<file path="config.mk">
export PLATFORM = sky130hd
export DESIGN_NAME = swfc_top
export DESIGN_NICKNAME = d
export VERILOG_FILES = /design/src/rtl/swfc_pkg.sv /design/src/rtl/swfc_chr_regs.sv /design/src/rtl/swfc_match.sv /design/src/rtl/swfc_txgate.sv /design/src/rtl/swfc_ctrl.sv /design/src/rtl/swfc_top.sv
export SDC_FILE = /design/constraint.sdc
export NUM_CORES = 1
export LEC_CHECK = 0
export BUFFER_PORTS_ARGS = -buffer_cell sky130_fd_sc_hd__buf_4
export CAP_MARGIN = 20
export CORE_MARGIN = 5
export CORE_UTILIZATION = 58
export CTS_CLUSTER_SIZE = 40
export DETAILED_ROUTE_END_ITERATION = 12
export PLACE_DENSITY_LB_ADDON = 0.25
export SLEW_MARGIN = 10
export SYNTH_ARGS = -nofsm -noshare
export SYNTH_HDL_FRONTEND = slang
export SYNTH_SLANG_ARGS = --single-unit
</file>
<file path="constraint.sdc">
create_clock -name clk -period 2.9 [get_ports clk]
set_clock_uncertainty 0.1 [all_clocks]
set_input_delay 0.145 -clock clk [delete_from_list [all_inputs] [get_ports clk]]
set_output_delay 0.145 -clock clk [all_outputs]
set_load 0.05 [all_outputs]
</file>
<file path="src/rtl/swfc_pkg.sv">
package swfc_pkg;
    localparam int unsigned NCHR  = 4;
    localparam int unsigned SEL_W = $clog2(NCHR);

    localparam int unsigned SEL_XON1  = 0;
    localparam int unsigned SEL_XON2  = 1;
    localparam int unsigned SEL_XOFF1 = 2;
    localparam int unsigned SEL_XOFF2 = 3;

    typedef struct packed {
        logic on1;
        logic on2;
        logic off1;
        logic off2;
    } hit_t;
endpackage

</file>
<file path="src/rtl/swfc_chr_regs.sv">
module swfc_chr_regs
    import swfc_pkg::*;
#(
    parameter int unsigned DW = 8
) (
    input  logic             clk,
    input  logic             rst_n,
    input  logic             we,
    input  logic [SEL_W-1:0] sel,
    input  logic [DW-1:0]    wdata,
    output logic [DW-1:0]    xon1,
    output logic [DW-1:0]    xon2,
    output logic [DW-1:0]    xoff1,
    output logic [DW-1:0]    xoff2
);
    logic [DW-1:0] chr_d [NCHR];
    logic [DW-1:0] chr_q [NCHR];

    for (genvar i = 0; i < NCHR; i++) begin : g_chr
        always_comb begin
            chr_d[i] = chr_q[i];
            if (we && (sel == SEL_W'(i))) begin
                chr_d[i] = wdata;
            end
        end

        always_ff @(posedge clk or negedge rst_n) begin
            if (!rst_n) begin
                chr_q[i] <= '0;
            end else begin
                chr_q[i] <= chr_d[i];
            end
        end

        AST_REG_STABLE: assert property (@(posedge clk) disable iff (!rst_n)
            !(we && (sel == SEL_W'(i))) |=> $stable(chr_q[i]));
    end

    assign xon1  = chr_q[SEL_XON1];
    assign xon2  = chr_q[SEL_XON2];
    assign xoff1 = chr_q[SEL_XOFF1];
    assign xoff2 = chr_q[SEL_XOFF2];
endmodule

</file>
<file path="src/rtl/swfc_match.sv">
module swfc_match
    import swfc_pkg::*;
#(
    parameter int unsigned DW = 8
) (
    input  logic [DW-1:0] byte_in,
    input  logic [DW-1:0] xon1,
    input  logic [DW-1:0] xon2,
    input  logic [DW-1:0] xoff1,
    input  logic [DW-1:0] xoff2,
    output hit_t          hit
);
    always_comb begin
        hit.on1  = (byte_in == xon1);
        hit.on2  = (byte_in == xon2);
        hit.off1 = (byte_in == xoff1);
        hit.off2 = (byte_in == xoff2);
    end
endmodule

</file>
<file path="src/rtl/swfc_txgate.sv">
module swfc_txgate (
    input  logic clk,
    input  logic rst_n,
    input  logic halt_req,
    input  logic tx_busy,
    output logic tx_hold
);
    logic hold_d, hold_q;

    always_comb begin
        hold_d = hold_q;
        if (!tx_busy) begin
            hold_d = halt_req;
        end
    end

    always_ff @(posedge clk or negedge rst_n) begin
        if (!rst_n) begin
            hold_q <= 1'b0;
        end else begin
            hold_q <= hold_d;
        end
    end

    assign tx_hold = hold_q;

    AST_HOLD_FROZEN_BUSY: assert property (@(posedge clk) disable iff (!rst_n)
        tx_busy |=> $stable(hold_q));
    AST_HOLD_TRACKS_IDLE: assert property (@(posedge clk) disable iff (!rst_n)
        !tx_busy |=> (hold_q == $past(halt_req)));
endmodule

</file>
<file path="src/rtl/swfc_ctrl.sv">
module swfc_ctrl
    import swfc_pkg::*;
#(
    parameter int unsigned DW = 8
) (
    input  logic          clk,
    input  logic          rst_n,
    input  logic          fc_en,
    input  logic          dbl_mode,
    input  logic          flag_clr,
    input  logic          rx_valid,
    input  logic [DW-1:0] rx_data,
    input  hit_t          hit,
    output logic          halt_req,
    output logic          flag,
    output logic          out_v,
    output logic [DW-1:0] out_data
);
    typedef struct packed {
        logic          pend;
        logic          p_on;
        logic          p_off;
        logic [DW-1:0] p_data;
        logic          halt;
        logic          flag;
        logic          out_v;
        logic [DW-1:0] out_data;
        logic          spill_v;
        logic [DW-1:0] spill_data;
    } st_t;

    st_t s_d, s_q;

    logic dbl, full_off, full_on, rel, pass_v;

    always_comb begin
        s_d       = s_q;
        s_d.out_v = 1'b0;

        dbl      = fc_en && dbl_mode;
        full_off = s_q.pend && s_q.p_off && hit.off2;
        full_on  = s_q.pend && s_q.p_on && hit.on2;
        rel      = s_q.pend && (!dbl || (rx_valid && !full_off && !full_on));
        pass_v   = 1'b0;

        // a byte left over from the previous cycle goes out first
        if (s_q.spill_v) begin
            s_d.out_v    = 1'b1;
            s_d.out_data = s_q.spill_data;
            s_d.spill_v  = 1'b0;
        end

        if (flag_clr) begin
            s_d.flag = 1'b0;
        end

        if (rel) begin
            s_d.pend = 1'b0;
        end

        if (rx_valid) begin
            if (!fc_en) begin
                pass_v = 1'b1;
            end else if (!dbl_mode) begin
                if (hit.off1) begin
                    s_d.halt = 1'b1;
                    s_d.flag = 1'b1;
                end else if (hit.on1) begin
                    s_d.halt = 1'b0;
                    s_d.flag = 1'b0;
                end else begin
                    pass_v = 1'b1;
                end
            end else begin
                if (full_off) begin
                    s_d.halt = 1'b1;
                    s_d.flag = 1'b1;
                    s_d.pend = 1'b0;
                end else if (full_on) begin
                    s_d.halt = 1'b0;
                    s_d.flag = 1'b0;
                    s_d.pend = 1'b0;
                end else if (hit.off1 || hit.on1) begin
                    s_d.pend   = 1'b1;
                    s_d.p_off  = hit.off1;
                    s_d.p_on   = hit.on1;
                    s_d.p_data = rx_data;
                end else begin
                    pass_v = 1'b1;
                end
            end
        end

        // held byte takes the earlier slot, the new byte the later one
        if (rel) begin
            if (!s_d.out_v) begin
                s_d.out_v    = 1'b1;
                s_d.out_data = s_q.p_data;
            end else begin
                s_d.spill_v    = 1'b1;
                s_d.spill_data = s_q.p_data;
            end
        end
        if (pass_v) begin
            if (!s_d.out_v) begin
                s_d.out_v    = 1'b1;
                s_d.out_data = rx_data;
            end else begin
                s_d.spill_v    = 1'b1;
                s_d.spill_data = rx_data;
            end
        end

        if (!fc_en) begin
            s_d.halt = 1'b0;
            s_d.flag = 1'b0;
        end
    end

    always_ff @(posedge clk or negedge rst_n) begin
        if (!rst_n) begin
            s_q <= '0;
        end else begin
            s_q <= s_d;
        end
    end

    assign halt_req = s_q.halt;
    assign flag     = s_q.flag;
    assign out_v    = s_q.out_v;
    assign out_data = s_q.out_data;

    AST_XOFF_SUSPENDS: assert property (@(posedge clk) disable iff (!rst_n)
        (rx_valid && fc_en && !dbl_mode && hit.off1) |=> (s_q.halt && s_q.flag));
    AST_XON_RESUMES: assert property (@(posedge clk) disable iff (!rst_n)
        (rx_valid && fc_en && !dbl_mode && hit.on1 && !hit.off1) |=> (!s_q.halt && !s_q.flag));
    AST_CTRL_DROPPED: assert property (@(posedge clk) disable iff (!rst_n)
        (rx_valid && fc_en && !dbl_mode && (hit.off1 || hit.on1) && !s_q.spill_v && !s_q.pend)
        |=> !s_q.out_v);
    AST_DISABLE_RELEASES: assert property (@(posedge clk) disable iff (!rst_n)
        !fc_en |=> (!s_q.halt && !s_q.flag && !s_q.pend));
    AST_SPILL_BEHIND_OUT: assert property (@(posedge clk) disable iff (!rst_n)
        s_q.spill_v |-> s_q.out_v);
    AST_PASS_NEXT_CYCLE: assert property (@(posedge clk) disable iff (!rst_n)
        (rx_valid && !fc_en && !s_q.spill_v && !s_q.pend)
        |=> (s_q.out_v && (s_q.out_data == $past(rx_data))));
endmodule

</file>
<file path="src/rtl/swfc_top.sv">
module swfc_top
    import swfc_pkg::*;
#(
    parameter int unsigned DW = 8
) (
    input  logic             clk,
    input  logic             rst_n,
    input  logic             cfg_we,
    input  logic [SEL_W-1:0] cfg_sel,
    input  logic [DW-1:0]    cfg_wdata,
    input  logic             fc_en,
    input  logic             dbl_mode,
    input  logic             irq_en,
    input  logic             flag_clr,
    input  logic             rx_valid,
    input  logic [DW-1:0]    rx_data,
    input  logic             tx_busy,
    output logic             tx_hold,
    output logic             fifo_wr,
    output logic [DW-1:0]    fifo_data,
    output logic             xoff_flag,
    output logic             irq
);
    logic [DW-1:0] xon1, xon2, xoff1, xoff2;
    hit_t          hit;
    logic          halt_req;

    swfc_chr_regs #(.DW(DW)) u_regs (
        .clk   (clk),
        .rst_n (rst_n),
        .we    (cfg_we),
        .sel   (cfg_sel),
        .wdata (cfg_wdata),
        .xon1  (xon1),
        .xon2  (xon2),
        .xoff1 (xoff1),
        .xoff2 (xoff2)
    );

    swfc_match #(.DW(DW)) u_match (
        .byte_in (rx_data),
        .xon1    (xon1),
        .xon2    (xon2),
        .xoff1   (xoff1),
        .xoff2   (xoff2),
        .hit     (hit)
    );

    swfc_ctrl #(.DW(DW)) u_ctrl (
        .clk      (clk),
        .rst_n    (rst_n),
        .fc_en    (fc_en),
        .dbl_mode (dbl_mode),
        .flag_clr (flag_clr),
        .rx_valid (rx_valid),
        .rx_data  (rx_data),
        .hit      (hit),
        .halt_req (halt_req),
        .flag     (xoff_flag),
        .out_v    (fifo_wr),
        .out_data (fifo_data)
    );

    swfc_txgate u_gate (
        .clk      (clk),
        .rst_n    (rst_n),
        .halt_req (halt_req),
        .tx_busy  (tx_busy),
        .tx_hold  (tx_hold)
    );

    assign irq = xoff_flag & irq_en;
endmodule

</file>
== Yosys cells after proc, flatten, opt, wreduce, memory -nomap -nowiden ==
Cells that the tools add are included.
Storage, ports and cells
  input bits: 27
  logic and storage cells: 79
  register bits after elaboration: 64
Cells by class
  reduce and logical (&&, ||, !) cells: 20
  equal/unequal tests: 10
  mux-type cells: 31
  bitwise gates (word level): 3
Operator list (number)
  $mux 18: 2
  $eq 8x8->1: 4
  $mux 10: 3
  $mux 13: 2
  $mux 11: 2
  $mux 9: 2
  $mux 8: 2
  $logic_and 1x1->1: 12
  $mux 1: 12
  $mux 2: 6
  $reduce_and 6->1: 1
  $eq 2x2->1 const B: 2
  $ne 4x1->1 const B: 1
  $ne 4x2->1 const B: 1
  $logic_not 1->1: 3
  $reduce_and 3->1: 1
  $eq 2x1->1 const B: 1
  $logic_not 2->1: 1
  $logic_or 1x1->1: 2
  $ne 2x1->1 const B: 1
  $not 1->1: 2
  $and 1x1->1: 1

== Logic depth before layout (Yosys ltp) ==
  depth in word-level cells: 15
  mapped depth: 9
  mapped depth without buffers: 7

== Cells and area by module ==
A second synthesis with hierarchy kept.
Second synthesis, totals
  cells, all modules: 275
  area, all modules: 3363.2 um2
Modules (own cells, without submodules)
  swfc_ctrl: times used 1, area an instance 1689.1 um2, cells an instance 152
  swfc_chr_regs: times used 1, area an instance 1212.4 um2, cells an instance 68
  swfc_match: times used 1, area an instance 415.4 um2, cells an instance 52
  swfc_txgate: times used 1, area an instance 40.0 um2, cells an instance 2
  swfc_top: times used 1, area an instance 6.3 um2, cells an instance 1

== Least setup slack after synthesis ==
No wires, ideal clock.
  kind: register to register
  from: register u_regs.chr_q, in the netlist u_regs.xoff2[7]
  to: register u_ctrl.s_q[0] (netlist name)
  buffers on the path: 1
  required time: 2.675 ns
  setup time: 0.125 ns
  arrival: 2.078 ns
  period minus slack after synthesis: 2.303 ns
  path slack: 0.597 ns
  cell stages (with the launch flop): 9
  path through: dfrtp_1 > xor2_1 > nor4_2 > nand3_2 > a32oi_4 > or2_1 > buf_4 > mux2_2 > mux2_4
RTL lines
  from (decl): RTL line swfc_chr_regs.sv:17  | logic [DW-1:0] chr_q [NCHR];
  from (signal, indexed assignment): RTL line swfc_chr_regs.sv:31  | chr_q[i] <= chr_d[i];
  to (signal assigned): RTL line swfc_ctrl.sv:122  | s_q <= '0;
  to (signal assigned): RTL line swfc_ctrl.sv:124  | s_q <= s_d;
  to (decl): RTL line swfc_ctrl.sv:32  | st_t s_d, s_q;

==> results.toml <==
[worst_hold_path]
hp-start = "rx_data[0]"
hp-class = "in2reg"

[pwr]
intPower_mw = 1.754
max-vdd-ir-drop_uv = 394.0
comb_power_share_pct = 20.6
p_total_mw = 2.390
swShare_pct = 26.61
p_seq_share_pct = 46.9
power.switching_mw = 0.6360
power.density_nw_per_um2 = 612.0
clkPwrFrac_pct = 32.5
power.leakage_nw = 1.783

[placement]
placed_area_um2 = 3580
dp_hpwl_um = 4625
io_buffer_count = 38
gp_congestion = 0.8206

[clock_tree]
cts_htree_levels = 3
insertion_delay_ns = 0.34
cts_root_buf = "clkbuf_8"
ctsLongestPathBuffers = 2
cts_tree = "yes"
cts_made_buffers = 9
clk_pin_slew_ns = 0.07
clkSinkCount = 64

[yosys]
syn_area_per_cell_um2 = 12.54
synth_top_area_cell = "dfrtp_1"
ys_ff_latch = 64
synthArstFlopShare_pct = 100.0
seq_area_frac_synth_pct = 48.19
synthFlopType = "dfrtp_1"
synth_cells = 265
synth_cell_types = 39
synth_edf_count = 0
syn_nets = 292
ys_warn_count = 0
syn_area_um2 = 3323
yosys.area.top_type_share_pct = 48.19
synthTopCellsByArea = "dfrtp_1 48%, mux2_2 17%, xor2_1 5.8%"

[final_layout]
postLayoutCellArea_um2 = 3905
n_antenna_cell = 0
multi_input_area_um2 = 1565
drive_gt1_share_pct = 39.87
layout_common_cells = "64 x dfrtp_1, 51 x mux2_2, 41 x buf_4"
seqCellArea_um2 = 1602
area_growth_pct = 17.51
fin_nets = 334
final_common_cell = "dfrtp_1"
fillCellCount = 425

[setup_path]
cp_max_fo = 9
r2r-start = "u_regs.xon2[7]"
endpoint_kind = "register"
r2r_setup_slack_ns = 0.26
arrival_ns = 2.76
worstReg2RegEnd = "u_ctrl.s_q[4]"
critical_path_class = "reg2reg"
worstSetupStartpointType = "register"
cp-startpoint = "u_regs.xon2[7]"
ff2ff_path_depth = 7
cp-endpoint = "u_ctrl.s_q[4]"
critical_path_required_ns = 3.02

[detailed_routing]
avgViaCountPerCell = 5.522
wl_per_cell_um = 17.13
drtPass1Iterations = 4
routed_wl_um = 6560
vias = 2115
drcViolationCount = 0
drt_iter0_drc = 68
drtAntennaViolNets = 0

[die]
die_y_um = 85.70
initial_core_util_pct = 59.98
io_pins = 39
fp-row-count = 27
die_w_um = 85.70
die_area_um2 = 7344
coreArea_um2 = 5540

[timing]
period_needed_ns = 2.640
period_share_pct = 91.05
max_freq_mhz = 378.7
hold_viol_final = 0
report.final.slew_viol_count = 0
report.final.setup_viol = 0
finalSetupTns_ns = 0
tightest_slew_ns = 0.7919
rsz0062_at_grt = "false"
relSlewSlack_pct = 47.21

[global_routing]
track_usage_pct = 19.48
grt_pass1_wl_um = 10830
grt_max_degree = 65
grt_antenna_before_repair = 0
grt_pass1_vias = 2171
grt-ovfl-total = 0

[flow_run]
max_cap_violations = 0

[run_status]
status = "finished, final reports clean"
-- power groups by stage --
stage                     Sequential (mW)  Combinational, mW  Clock [mW]
after floorplan                      1.12              0.374           0
after global placement               1.13              0.472           0
after detailed placement             1.14              0.485           0
after CTS                            1.12              0.499       0.794
after global routing                 1.14              0.531       0.842
final                                1.12              0.492       0.777
-- Yosys cell counts, types with 3 or more instances --
| cell type | n |
|---|---|
| xnor2_1 | 10 |
| a21oi_1 | 8 |
| nand3_1 | 4 |
| mux2_2 | 51 |
| mux2i_1 | 7 |
| o21ai_0 | 5 |
| buf_4 | 11 |
| mux2_4 | 8 |
| buf_2 | 7 |
| and3_1 | 3 |
| nor2_1 | 6 |
| a211oi_1 | 6 |
| dfrtp_1 | 64 |
| nor3_1 | 4 |
| and2_1 | 10 |
| inv_1 | 4 |
| nand2_1 | 5 |
| xor2_1 | 22 |
-- layer usage --
metal  wire length [um]  GRT usage [%]
met3                217          5.187
met1               2912          24.14
met4                100          6.475
met2               3331          33.05
met5                  0              0
-- worst max-delay path, cell delays in order (launching register included) --
cell and delay (ns):
dfrtp_1 0.39, xor2_1 0.15, nor4_2 0.34, nand3_2 0.19, a32oi_4 0.32, or2_1 0.39, mux2_2 0.38, mux2_4 0.26
-- logic make-up after synthesis --
family | count (synthesis) | synth area share [%]
xor gates and xnor gates | 32 | 8.433
AOI/OAI and AO/OA | 25 | 5.572
DFF | 64 | 48.19
muxes | 68 | 23.68
and+or+nand+nor | 50 | 9.225
buffers and inverters | 26 | 4.894
-- flip-flops by register name, summed over array words and instances (netlist names) --
register,count
u_ctrl.halt_req,1
u_regs.xoff2,8
u_regs.xon2,8
u_ctrl.flag,1
u_ctrl.s_q,20
u_ctrl.out_v,1
u_regs.xoff1,8
u_regs.xon1,8
u_gate.tx_hold,1
u_ctrl.out_data,8
-- timing repair --
action	in CTS	in global routing
hold endpoints to repair	99	0
setup buffers	0	0
resized for setup	0	0
hold buffers	12	0
-- worst min path at each step --
stage | slack [ns] | endpoint | cells after the start
2_1_floorplan | -0.25 | u_ctrl.flag | 0
3_3_place_gp | 0.19 | u_ctrl.s_q[21] | 1
3_5_place_dp | 0.18 | u_ctrl.out_data[1] | 1
4_1_cts | 0.02 | u_ctrl.out_data[0] | 2
5_1_grt | 0.02 | u_ctrl.s_q[5] | 2
6_report | 0.03 | u_ctrl.out_data[0] | 2
-- per-stage QoR --
step	std cells	worst slack (ns)	hold WS, ns	utilization, %
final	383	0.2596	0.03353	70.48
after global routing	383	0.08519	0.02231	70.48
after CTS	383	0.2475	0.01845	70.48
after detailed placement	356	0.2618	0.1807	64.61
after global placement	356	0.3189	0.1908	64.61
after floorplan	265	0.5971	-0.2506	-
-- final cells by class --
cell class | instances | share of cell area, %
clock buffer | 12 | 4.229
clock inverter | 3 | 1.025
inverter | 4 | 0.3845
multi-input combinational | 175 | 40.08
sequential | 64 | 41.01
tap | 72 | 2.307
timing repair buffer | 53 | 10.96
Note: power is estimated with default switching activity, not from simulation.
